[config.mk]
export PLATFORM = sky130hd
export DESIGN_NAME = mod_pwr_sequencer
export DESIGN_NICKNAME = d
export VERILOG_FILES = /design/src/rtl/pseq_pkg.sv /design/src/rtl/pseq_cmd.sv /design/src/rtl/pseq_fsm.sv /design/src/rtl/pseq_drive.sv /design/src/rtl/mod_pwr_sequencer.sv
export SDC_FILE = /design/constraint.sdc
export NUM_CORES = 1
export LEC_CHECK = 0
export CAP_MARGIN = 30
export CORE_UTILIZATION = 35
export CTS_CLUSTER_SIZE = 25
export DETAILED_ROUTE_END_ITERATION = 6
export DONT_BUFFER_PORTS = 1
export MAX_ROUTING_LAYER = met4
export SLEW_MARGIN = 20
export SYNTH_ARGS = -nofsm -noshare
export SYNTH_HDL_FRONTEND = slang
export SYNTH_SLANG_ARGS = --single-unit
[constraint.sdc]
create_clock -name clk -period 2.75 [get_ports clk]
set_input_delay 0.55 -clock clk [delete_from_list [all_inputs] [get_ports clk]]
set_output_delay 0.55 -clock clk [all_outputs]
set_load 0.1 [all_outputs]
[src/rtl/pseq_pkg.sv]
package pseq_pkg;

  typedef enum logic [4:0] {
    ST_ON, SD_MREQ, SD_SREQ, SD_ISO, SD_RST, SD_MEM, SD_CLK, SD_PREQ,
    SD_PISO, SD_RREL, ST_OFF, WU_RST, WU_PREQ, WU_REP, WU_PISO, WU_CLK,
    WU_MEM, WU_CLAMP, WU_RREL, WU_ISO, XR_MREQ, XR_SREQ, XR_ACK
  } seq_st_e;

  typedef struct packed {
    logic mst_req;
    logic slv_req;
    logic net_iso;
    logic clamp;
    logic rst;
    logic mem_en;
    logic clk_en;
    logic pwr_req;
    logic pwr_iso;
    logic rep_req;
    logic xrst_ack;
  } ctl_s;

  localparam int PS_W = 2;
  localparam logic [PS_W-1:0] PS_RUN = 2'd0;
  localparam logic [PS_W-1:0] PS_CLK = 2'd1;
  localparam logic [PS_W-1:0] PS_PWR = 2'd2;

endpackage

[src/rtl/pseq_cmd.sv]
module pseq_cmd (
  input  logic clk,
  input  logic rst_n,
  input  logic cmd_on,
  input  logic cmd_off,
  input  logic xrst_req,
  input  logic in_on,
  input  logic in_off,
  output logic go_on,
  output logic go_off,
  output logic busy,
  output logic ign_q
);

  logic drop;

  assign busy   = !(in_on || in_off);
  assign go_off = cmd_off && in_on && !xrst_req;
  assign go_on  = cmd_on && in_off;
  // a command is lost while busy, or an off command loses to a reset request
  assign drop   = (busy && (cmd_on || cmd_off)) || (cmd_off && in_on && xrst_req);

  always_ff @(posedge clk or negedge rst_n) begin
    if (!rst_n)               ign_q <= 1'b0;
    else if (drop)            ign_q <= 1'b1;
    else if (go_on || go_off) ign_q <= 1'b0;
  end

  p_busy_cmd_flag_r11: assert property (@(posedge clk) disable iff (!rst_n)
    (busy && (cmd_on || cmd_off)) |=> ign_q);

  p_noop_no_flag_r12: assert property (@(posedge clk) disable iff (!rst_n)
    (!ign_q && in_on && cmd_on && !cmd_off) |=> (!ign_q && !busy));

endmodule

[src/rtl/pseq_fsm.sv]
module pseq_fsm
  import pseq_pkg::*;
#(
  parameter bit LOW_SPEED = 1'b0
) (
  input  logic            clk,
  input  logic            rst_n,
  input  logic            go_on,
  input  logic            go_off,
  input  logic            cfg_pwr_mode,
  input  logic            xrst_req,
  input  logic            mst_ack,
  input  logic            slv_ack,
  input  logic            pwr_ack,
  input  logic            rep_ack,
  output seq_st_e         st,
  output seq_st_e         nxt,
  output logic [PS_W-1:0] ps_q
);

  logic pm_q;
  logic cut_q;
  logic pm_sel;

  generate
    if (LOW_SPEED) begin : g_ls
      assign pm_sel = 1'b0;
    end else begin : g_hs
      assign pm_sel = cfg_pwr_mode;
    end
  endgenerate

  always_comb begin
    nxt = st;
    unique case (st)
      ST_ON:    if (xrst_req) nxt = XR_MREQ;
                else if (go_off) nxt = SD_MREQ;
      SD_MREQ:  if (mst_ack) nxt = SD_SREQ;
      SD_SREQ:  if (slv_ack) nxt = SD_ISO;
      SD_ISO:   nxt = SD_RST;
      SD_RST:   nxt = SD_MEM;
      SD_MEM:   nxt = SD_CLK;
      SD_CLK:   nxt = pm_q ? SD_PREQ : SD_RREL;
      SD_PREQ:  if (pwr_ack) nxt = SD_PISO;
      SD_PISO:  nxt = SD_RREL;
      SD_RREL:  nxt = ST_OFF;
      ST_OFF:   if (go_on) nxt = WU_RST;
      WU_RST:   nxt = cut_q ? WU_PREQ : WU_CLK;
      WU_PREQ:  if (!pwr_ack) nxt = WU_REP;
      WU_REP:   if (rep_ack) nxt = WU_PISO;
      WU_PISO:  nxt = WU_CLK;
      WU_CLK:   nxt = WU_MEM;
      WU_MEM:   nxt = WU_CLAMP;
      WU_CLAMP: nxt = WU_RREL;
      WU_RREL:  nxt = WU_ISO;
      WU_ISO:   nxt = ST_ON;
      XR_MREQ:  if (mst_ack) nxt = XR_SREQ;
      XR_SREQ:  if (slv_ack) nxt = XR_ACK;
      XR_ACK:   if (!xrst_req) nxt = ST_ON;
      default:  nxt = ST_ON;
    endcase
  end

  always_ff @(posedge clk or negedge rst_n) begin
    if (!rst_n) begin
      st    <= ST_ON;
      pm_q  <= 1'b0;
      cut_q <= 1'b0;
      ps_q  <= PS_RUN;
    end else begin
      st <= nxt;
      if (st == ST_ON && nxt == SD_MREQ) pm_q <= pm_sel;
      if (st == SD_PREQ && pwr_ack)      cut_q <= 1'b1;
      else if (st == WU_PREQ && !pwr_ack) cut_q <= 1'b0;
      if (st == SD_RREL)     ps_q <= cut_q ? PS_PWR : PS_CLK;
      else if (st == WU_ISO) ps_q <= PS_RUN;
    end
  end

  p_lowspeed_nopwr_r8: assert property (@(posedge clk) disable iff (!rst_n)
    LOW_SPEED |-> (st != SD_PREQ));

  p_wake_repair_first_r7: assert property (@(posedge clk) disable iff (!rst_n)
    (st == WU_PISO) |=> (st == WU_CLK && !cut_q));

  p_xrst_priority_r9: assert property (@(posedge clk) disable iff (!rst_n)
    (st == ST_ON && xrst_req) |=> (st == XR_MREQ));

endmodule

[src/rtl/pseq_drive.sv]
module pseq_drive
  import pseq_pkg::*;
(
  input  logic    clk,
  input  logic    rst_n,
  input  seq_st_e st,
  input  seq_st_e nxt,
  output ctl_s    q
);

  ctl_s d;
  ctl_s rst_val;

  always_comb begin
    rst_val        = '0;
    rst_val.clk_en = 1'b1;
    rst_val.mem_en = 1'b1;
  end

  // each state's action is applied on the edge that enters it
  always_comb begin
    d = q;
    if (nxt != st) begin
      unique case (nxt)
        SD_MREQ, XR_MREQ: d.mst_req = 1'b1;
        SD_SREQ, XR_SREQ: d.slv_req = 1'b1;
        SD_ISO: begin
          d.mst_req = 1'b0;
          d.slv_req = 1'b0;
          d.net_iso = 1'b1;
          d.clamp   = 1'b1;
        end
        SD_RST, WU_RST:   d.rst     = 1'b1;
        SD_MEM:           d.mem_en  = 1'b0;
        SD_CLK:           d.clk_en  = 1'b0;
        SD_PREQ:          d.pwr_req = 1'b1;
        SD_PISO:          d.pwr_iso = 1'b1;
        SD_RREL, WU_RREL: d.rst     = 1'b0;
        WU_PREQ:          d.pwr_req = 1'b0;
        WU_REP:           d.rep_req = 1'b1;
        WU_PISO: begin
          d.rep_req = 1'b0;
          d.pwr_iso = 1'b0;
        end
        WU_CLK:           d.clk_en  = 1'b1;
        WU_MEM:           d.mem_en  = 1'b1;
        WU_CLAMP:         d.clamp   = 1'b0;
        WU_ISO:           d.net_iso = 1'b0;
        XR_ACK:           d.xrst_ack = 1'b1;
        ST_ON: if (st == XR_ACK) begin
          d.mst_req  = 1'b0;
          d.slv_req  = 1'b0;
          d.xrst_ack = 1'b0;
        end
        default: ;
      endcase
    end
  end

  always_ff @(posedge clk or negedge rst_n) begin
    if (!rst_n) q <= rst_val;
    else        q <= d;
  end

  p_iso_with_clamp_r3: assert property (@(posedge clk) disable iff (!rst_n)
    $rose(q.clamp) |-> (q.net_iso && !q.rst && !q.mst_req));

  p_rst_under_clamp_r4: assert property (@(posedge clk) disable iff (!rst_n)
    $rose(q.rst) |-> q.clamp);

  p_mem_off_in_rst_r4: assert property (@(posedge clk) disable iff (!rst_n)
    $fell(q.mem_en) |-> (q.rst && q.clk_en));

  p_pwr_after_clk_r5: assert property (@(posedge clk) disable iff (!rst_n)
    $rose(q.pwr_req) |-> (!q.clk_en && !q.mem_en));

  p_iso_release_last_r6: assert property (@(posedge clk) disable iff (!rst_n)
    $fell(q.net_iso) |-> (!q.clamp && !q.rst && q.clk_en && q.mem_en));

  p_idle_hold_r10: assert property (@(posedge clk) disable iff (!rst_n)
    ((st == ST_ON || st == ST_OFF) && nxt == st) |=> $stable(q));

endmodule

[src/rtl/mod_pwr_sequencer.sv]
module mod_pwr_sequencer
  import pseq_pkg::*;
#(
  parameter bit LOW_SPEED = 1'b0
) (
  input  logic            clk,
  input  logic            rst_n,
  input  logic            cmd_on_i,
  input  logic            cmd_off_i,
  input  logic            cfg_pwr_mode_i,
  input  logic            xrst_req_i,
  output logic            xrst_ack_o,
  output logic            mst_drain_req_o,
  input  logic            mst_drain_ack_i,
  output logic            slv_drain_req_o,
  input  logic            slv_drain_ack_i,
  output logic            net_iso_en_o,
  output logic            clamp_en_o,
  output logic            mod_rst_o,
  output logic            mem_en_o,
  output logic            clk_en_o,
  output logic            pwr_down_req_o,
  input  logic            pwr_down_ack_i,
  output logic            pwr_iso_en_o,
  output logic            repair_req_o,
  input  logic            repair_ack_i,
  output logic            busy_o,
  output logic            cmd_ignored_o,
  output logic [PS_W-1:0] pwr_state_o
);

  seq_st_e st, nxt;
  logic    go_on, go_off;
  ctl_s    ctl;

  pseq_cmd u_cmd (
    .clk     (clk),
    .rst_n   (rst_n),
    .cmd_on  (cmd_on_i),
    .cmd_off (cmd_off_i),
    .xrst_req(xrst_req_i),
    .in_on   (st == ST_ON),
    .in_off  (st == ST_OFF),
    .go_on   (go_on),
    .go_off  (go_off),
    .busy    (busy_o),
    .ign_q   (cmd_ignored_o)
  );

  pseq_fsm #(.LOW_SPEED(LOW_SPEED)) u_fsm (
    .clk         (clk),
    .rst_n       (rst_n),
    .go_on       (go_on),
    .go_off      (go_off),
    .cfg_pwr_mode(cfg_pwr_mode_i),
    .xrst_req    (xrst_req_i),
    .mst_ack     (mst_drain_ack_i),
    .slv_ack     (slv_drain_ack_i),
    .pwr_ack     (pwr_down_ack_i),
    .rep_ack     (repair_ack_i),
    .st          (st),
    .nxt         (nxt),
    .ps_q        (pwr_state_o)
  );

  pseq_drive u_drv (
    .clk  (clk),
    .rst_n(rst_n),
    .st   (st),
    .nxt  (nxt),
    .q    (ctl)
  );

  assign mst_drain_req_o = ctl.mst_req;
  assign slv_drain_req_o = ctl.slv_req;
  assign net_iso_en_o    = ctl.net_iso;
  assign clamp_en_o      = ctl.clamp;
  assign mod_rst_o       = ctl.rst;
  assign mem_en_o        = ctl.mem_en;
  assign clk_en_o        = ctl.clk_en;
  assign pwr_down_req_o  = ctl.pwr_req;
  assign pwr_iso_en_o    = ctl.pwr_iso;
  assign repair_req_o    = ctl.rep_req;
  assign xrst_ack_o      = ctl.xrst_ack;

  p_slv_after_mst_r2: assert property (@(posedge clk) disable iff (!rst_n)
    $rose(slv_drain_req_o) |-> (mst_drain_req_o && $past(mst_drain_ack_i)));

  p_grant_after_drain_r9: assert property (@(posedge clk) disable iff (!rst_n)
    $rose(xrst_ack_o) |-> (mst_drain_req_o && slv_drain_req_o && busy_o));

endmodule

=== Word-level counts from Yosys, hierarchy flattened ===
Cells that the tools add are included.

* Eq/ne operators: 45
* Muxes and demuxes: 34
* Reductions and logical operators: 46

{| class="wikitable"
|+ Operators with widths
! cell !! count
|-
| $pmux W5 S22 || 1
|-
| $eq A5 B4 Y1 const B || 15
|-
| $eq A5 B5 Y1 const B || 14
|-
| $mux W5 || 11
|-
| $eq A5 B3 Y1 const B || 8
|-
| $reduce_bool A2 Y1 || 12
|-
| $eq A5 B2 Y1 const B || 4
|-
| $pmux W1 S2 || 9
|-
| $reduce_and A2 Y1 || 8
|-
| $eq A5 B1 Y1 const B || 2
|-
| $logic_not A5 Y1 || 2
|-
| $mux W2 || 5
|-
| $reduce_and A3 Y1 || 3
|-
| $logic_and A1 B1 Y1 || 8
|-
| $reduce_or A2 Y1 || 4
|-
| $pmux W1 S3 || 2
|-
| $reduce_bool A3 Y1 || 2
|-
| $mux W1 || 5
|-
| $ne A5 B5 Y1 || 1
|-
| $logic_or A1 B1 Y1 || 4
|-
| $mux W4 || 1
|-
| $logic_not A1 Y1 || 3
|-
| $ne A2 B1 Y1 const B || 1
|}

* Bits in registers: 21
* Bits of input ports: 10
* Word-level logic and storage cells: 141

=== Logic depth before layout (Yosys ltp) ===
* Word-level depth: 10
* Gate-level depth with buffers: 10
* Mapped depth without buffers: 8

=== Modules after synthesis ===
From an unflattened synthesis, not the netlist that was laid out.

* Cell total of the unflattened synthesis: 206
* Area total of the unflattened synthesis: 1751.7 µm²

{| class="wikitable"
|+ By module, submodules not included
! module !! instances !! cells an instance !! area each (µm²)
|-
| pseq_fsm || 1 || 99 || 828.3
|-
| pseq_drive || 1 || 92 || 814.5
|-
| pseq_cmd || 1 || 11 || 80.1
|-
| mod_pwr_sequencer || 1 || 4 || 28.8
|}

=== Least setup slack after synthesis ===
Ideal clock, no wire load.

* Path type: register -> output
* From: register u_fsm.st[3]
* To: output port busy_o
* Arrival time: 2.838 ns
* Data required time: 2.200 ns
* Slack: -0.638 ns
* Cell stages (with the launch flop): 5
* Path buffers: 1
* Cell sequence: dfrtp_1 > buf_6 > inv_1 > nor2_1 > o21ai_0

* Cells in the longest elaborated chain, start to end: 3
* Elaborated cells between the ends (all ways): 4
* Those cells by class: eq/ne: 1; reduce/logical: 3

{| class="wikitable"
|+ Ends and longest elaborated chain
! item !! line !! text
|-
| start, declared || pseq_fsm.sv:16 || <nowiki>output seq_st_e st,</nowiki>
|-
| start signal, assigned || pseq_fsm.sv:71 || <nowiki>st <= nxt;</nowiki>
|-
| $eq A5 B4 Y1 / $logic_not A5 Y1 (equally long branches) || mod_pwr_sequencer.sv:43, mod_pwr_sequencer.sv:42 ||
|-
| $logic_or A1 B1 Y1 * || pseq_cmd.sv:17 || <nowiki>assign busy = !(in_on || in_off);</nowiki>
|-
| $logic_not A1 Y1 * || pseq_cmd.sv:17 ||
|-
| end, declared || mod_pwr_sequencer.sv:27 || <nowiki>output logic busy_o,</nowiki>
|}

Mark *: on every way between the ends. The rest lies on a longest branch, timed or not.

=== Final worst setup path ===
* From: register u_fsm.st[1]
* To: register u_drv.q[0] (netlist bit)

* Cells in the longest elaborated chain, start to end: 9
* Elaborated cells between the ends (all ways): 44
* Those cells by class: eq/ne: 24; mux: 13; reduce/logical: 7

{| class="wikitable"
|+ Ends and longest elaborated chain
! item !! line !! text
|-
| $logic_not A5 Y1 || pseq_fsm.sv:35, mod_pwr_sequencer.sv:42 ||
|-
| $logic_and A1 B1 Y1 (2 in a row) || pseq_cmd.sv:18 || <nowiki>assign go_off = cmd_off && in_on && !xrst_req;</nowiki>
|-
| $mux W5 || pseq_fsm.sv:37 || <nowiki>else if (go_off) nxt = SD_MREQ;</nowiki>
|-
| $mux W5 || pseq_fsm.sv:36 || <nowiki>ST_ON: if (xrst_req) nxt = XR_MREQ;</nowiki>
|-
| $pmux W5 S22 || pseq_fsm.sv:35 || <nowiki>unique case (st)</nowiki>
|-
| $eq A5 B5 Y1 / $logic_not A5 Y1 (equally long branches) || pseq_drive.sv:24 || <nowiki>unique case (nxt)</nowiki>
|-
| $reduce_bool A2 Y1 (no source line) / $ne A2 B1 Y1 (equally long branches) || -- ||
|-
| $reduce_and A3 Y1 (no source line) || -- ||
|-
| end signal, assigned || pseq_drive.sv:61 || <nowiki>if (!rst_n) q <= rst_val;</nowiki>
|-
| end, declared || pseq_drive.sv:8 || <nowiki>output ctl_s q</nowiki>
|}

Several ways; a longest one is shown, not always the timed one.
A chain may end at the register's enable or synchronous reset.

==> flow_summary_export.csv <==
group,metric,value,unit
synth,synth_ff_type,"dfrtp_1",
synth,synth.most_common_cell,"dfrtp_1",
cts,cts.sinks,21,
sta,setup_viol,0,
synth,ys_warn_count,0,
sta,maxSlewHeadroom,38.3,%
place,gp_congestion,0.938,
cts,post-cts-setup-buffers,0,
setup_path,crit_type,"reg -> reg",
floorplan,start_util,36.8,%
routing,detail_route.wirelength,4.81,mm
synth,ys_seq_area_share,32.7,%
cells_and_area,fillCellCount,429,
sta,skew,0.00543,ns
setup_path,cp-end-kind,"register",
place,place_ws,0.142,ns
global_routing,antenna_found_initial,0,
setup_path,required,2.91,ns
synth,yosys.area.top_type,"dfrtp_1",
floorplan,core_area,4380,um2
cells_and_area,area_delta_synth_final,14.4,%
floorplan,rows,24,
cells_and_area,diodes,0,
cts,path_clk_slew,0.09,ns
synth,synth_cell_types,63,
cts,clockBufferDepth,2,
sta,worstMarginPinSlew,0.925,ns
synth,syn_inst,187,
cells_and_area,layout-drive-gt1-share,23.2,%
synth,synth_nets,197,
floorplan,fp.dieW,69.9,um
sta,fmax,0.379,GHz
setup_path,path_cells,"buf_4 -> or4bb_1 -> o32a_1 -> and4b_1 -> nand2b_4 -> or2_2 -> or3_1 -> a32o_2",
global_routing,grt_pass1_wl,7.71,mm
synth,avgSynthCellArea,8.62,um2
synth,synth_seq_cells,21,
hold_path,hold_path_class,"in -> async",
synth,synth_edf_count,0,
cells_and_area,final_nets,214,
cts,cts_made_buffers,3,
routing,drt_first_pass_iters,4,
routing,avgViaCountPerCell,6.04,
synth,syn_area,1610,um2
routing,ant_nets,0,
routing,post-route-drc-count,0,
synth,synthArstFlopShare,100,%
setup_path,critPathSlowestCell,"dfrtp_1",
synth,yosysTopAreaCellShare,29.5,%
cells_and_area,postLayoutCoreUtil,42.1,%
synth,ys_top_cells_by_area,"dfrtp_1 29%, o21ai_0 4.0%, nor2_1 4.0%, buf_6 3.5%, dfstp_2 3.3%",
sta,rsz0062_at_grt,"false",
setup_path,start_kind,"register",
sta,period_minus_slack,2.64,ns
synth,synthTopCellsByCount,"19 x dfrtp_1, 17 x nor2_1, 14 x nand2_1",
floorplan,ios,25,
sta,timing.final.crit_share,96.0,%
global_routing,grt_start_max_net_pins,23,
setup_path,cp_max_fo,11,
cts,cts_tree,"built",
place,dpl.hpwl,3.55,mm
sta,timing.final.hold_violations,0,
sta,drv_slew,0,
job,max_cap_viol_count,0,
routing,drt-initial-drc-count,221,
sta,finalSetupTns,0,ns
floorplan,die-height,69.9,um
cts,root_buffer,"clkbuf_8",
floorplan,dieArea,4880,um2
routing,vias,1541,
global_routing,track_usage,20.5,%
setup_path,cp_data_arrival_time,2.80,ns
global_routing,grt_overflow,0,
routing,wire_per_inst,18.9,um
sta,timing.final.ws_setup,0.111,ns
cts,clkLatencyLatePin,0.27,ns
place,portBuffers,0,
setup_path,slowest_delay,0.59,ns
cts,htree_levels,1,
global_routing,grt_pass1_vias,1451,
run_status,outcome,"completed",
-- routing by layer --
metal	share of wire, %	routed length [um]	vias up	global-route usage [%]
met1	46	2200	743	28.1
met3	6.5	315	4	5.05
met5	0	0	-	-
li1	-	-	737	-
met4	0.56	27	0	3.11
met2	47	2270	57	31.4
-- final cells by class --
cell class / count / area [um2] / area share, %
clock buffer: 3 / 41.3 / 2.24
clock inverter: 1 / 7.51 / 0.407
inverter: 12 / 45.0 / 2.44
multi-input combinational: 142 / 946 / 51.3
sequential: 21 / 529 / 28.7
tap: 52 / 65.1 / 3.53
timing repair buffer: 24 / 211 / 11.5
-- stage by stage --
stage / hold WS (ns) / area [um2] / instances
floorplan: 0.254 / 1610 / 187
global placement: 0.255 / 1770 / 249
detailed placement: 0.255 / 1770 / 249
CTS: 0.110 / 1830 / 254
global route: 0.0945 / 1850 / 255
finish: 0.113 / 1850 / 255
-- critical path: cells and delay by family, from the launching register on --
family / cells / cell delay (ns)
flops: 1 / 0.59
compound gates: 2 / 0.48
buf+inv: 1 / 0.21
simple gates: 5 / 1.25
-- placed cells by master, fill, tap and decap left out, types with 5 or more instances in the layout --
master   netlist  final
nand2_1       14     14
nor2b_1        6      6
dfrtp_1       19     18
nor2_1        17     17
a21oi_1        9      9
nor3_1         6      6
buf_4          3     20
inv_1         10     10
o21ai_0       13     12
nand3_1        5      5
-- state kept, by name (all words and copies together) (netlist names) --
register,flops
u_fsm.ps_q,2
u_fsm.st,5
u_fsm.cut_q,1
u_cmd.ign_q,1
u_fsm.pm_q,1
u_drv.q,11
-- timing repair --
action,4_1_cts,5_1_grt
endpoints found under the setup margin,0,2
hold buffers,1,0
resized for setup,0,1
endpoints found under the hold margin,19,0
-- path summary, 6_finish.rpt --
kind                         startpoint           to  slack [ns]  depth (start not counted)
setup / recovery            u_fsm.st[1]   u_drv.q[0]        0.11                          8
hold / removal                    rst_n   u_drv.q[5]        0.11                          0
setup reg to reg            u_fsm.st[1]   u_drv.q[0]        0.11                          8
hold reg to reg              u_fsm.pm_q   u_fsm.pm_q        0.55                          1
max in group asynchronous         rst_n  u_fsm.st[0]        1.75                          2
min in group clk           repair_ack_i   u_drv.q[2]        0.41                          1
-- cells by family (layout without fill, tap and decap cells) --
group | Yosys count | after routing | synth area share (%)
AOI/OAI and AO/OA | 63 | 63 | 29.5
buffers and inverters | 24 | 40 | 8.84
and+or+nand+nor | 76 | 76 | 26.9
muxes | 3 | 3 | 2.02
DFF | 21 | 21 | 32.7
Power is not shown: default switching activity piles up to over one toggle a cycle in this logic, so the estimate is an artifact.
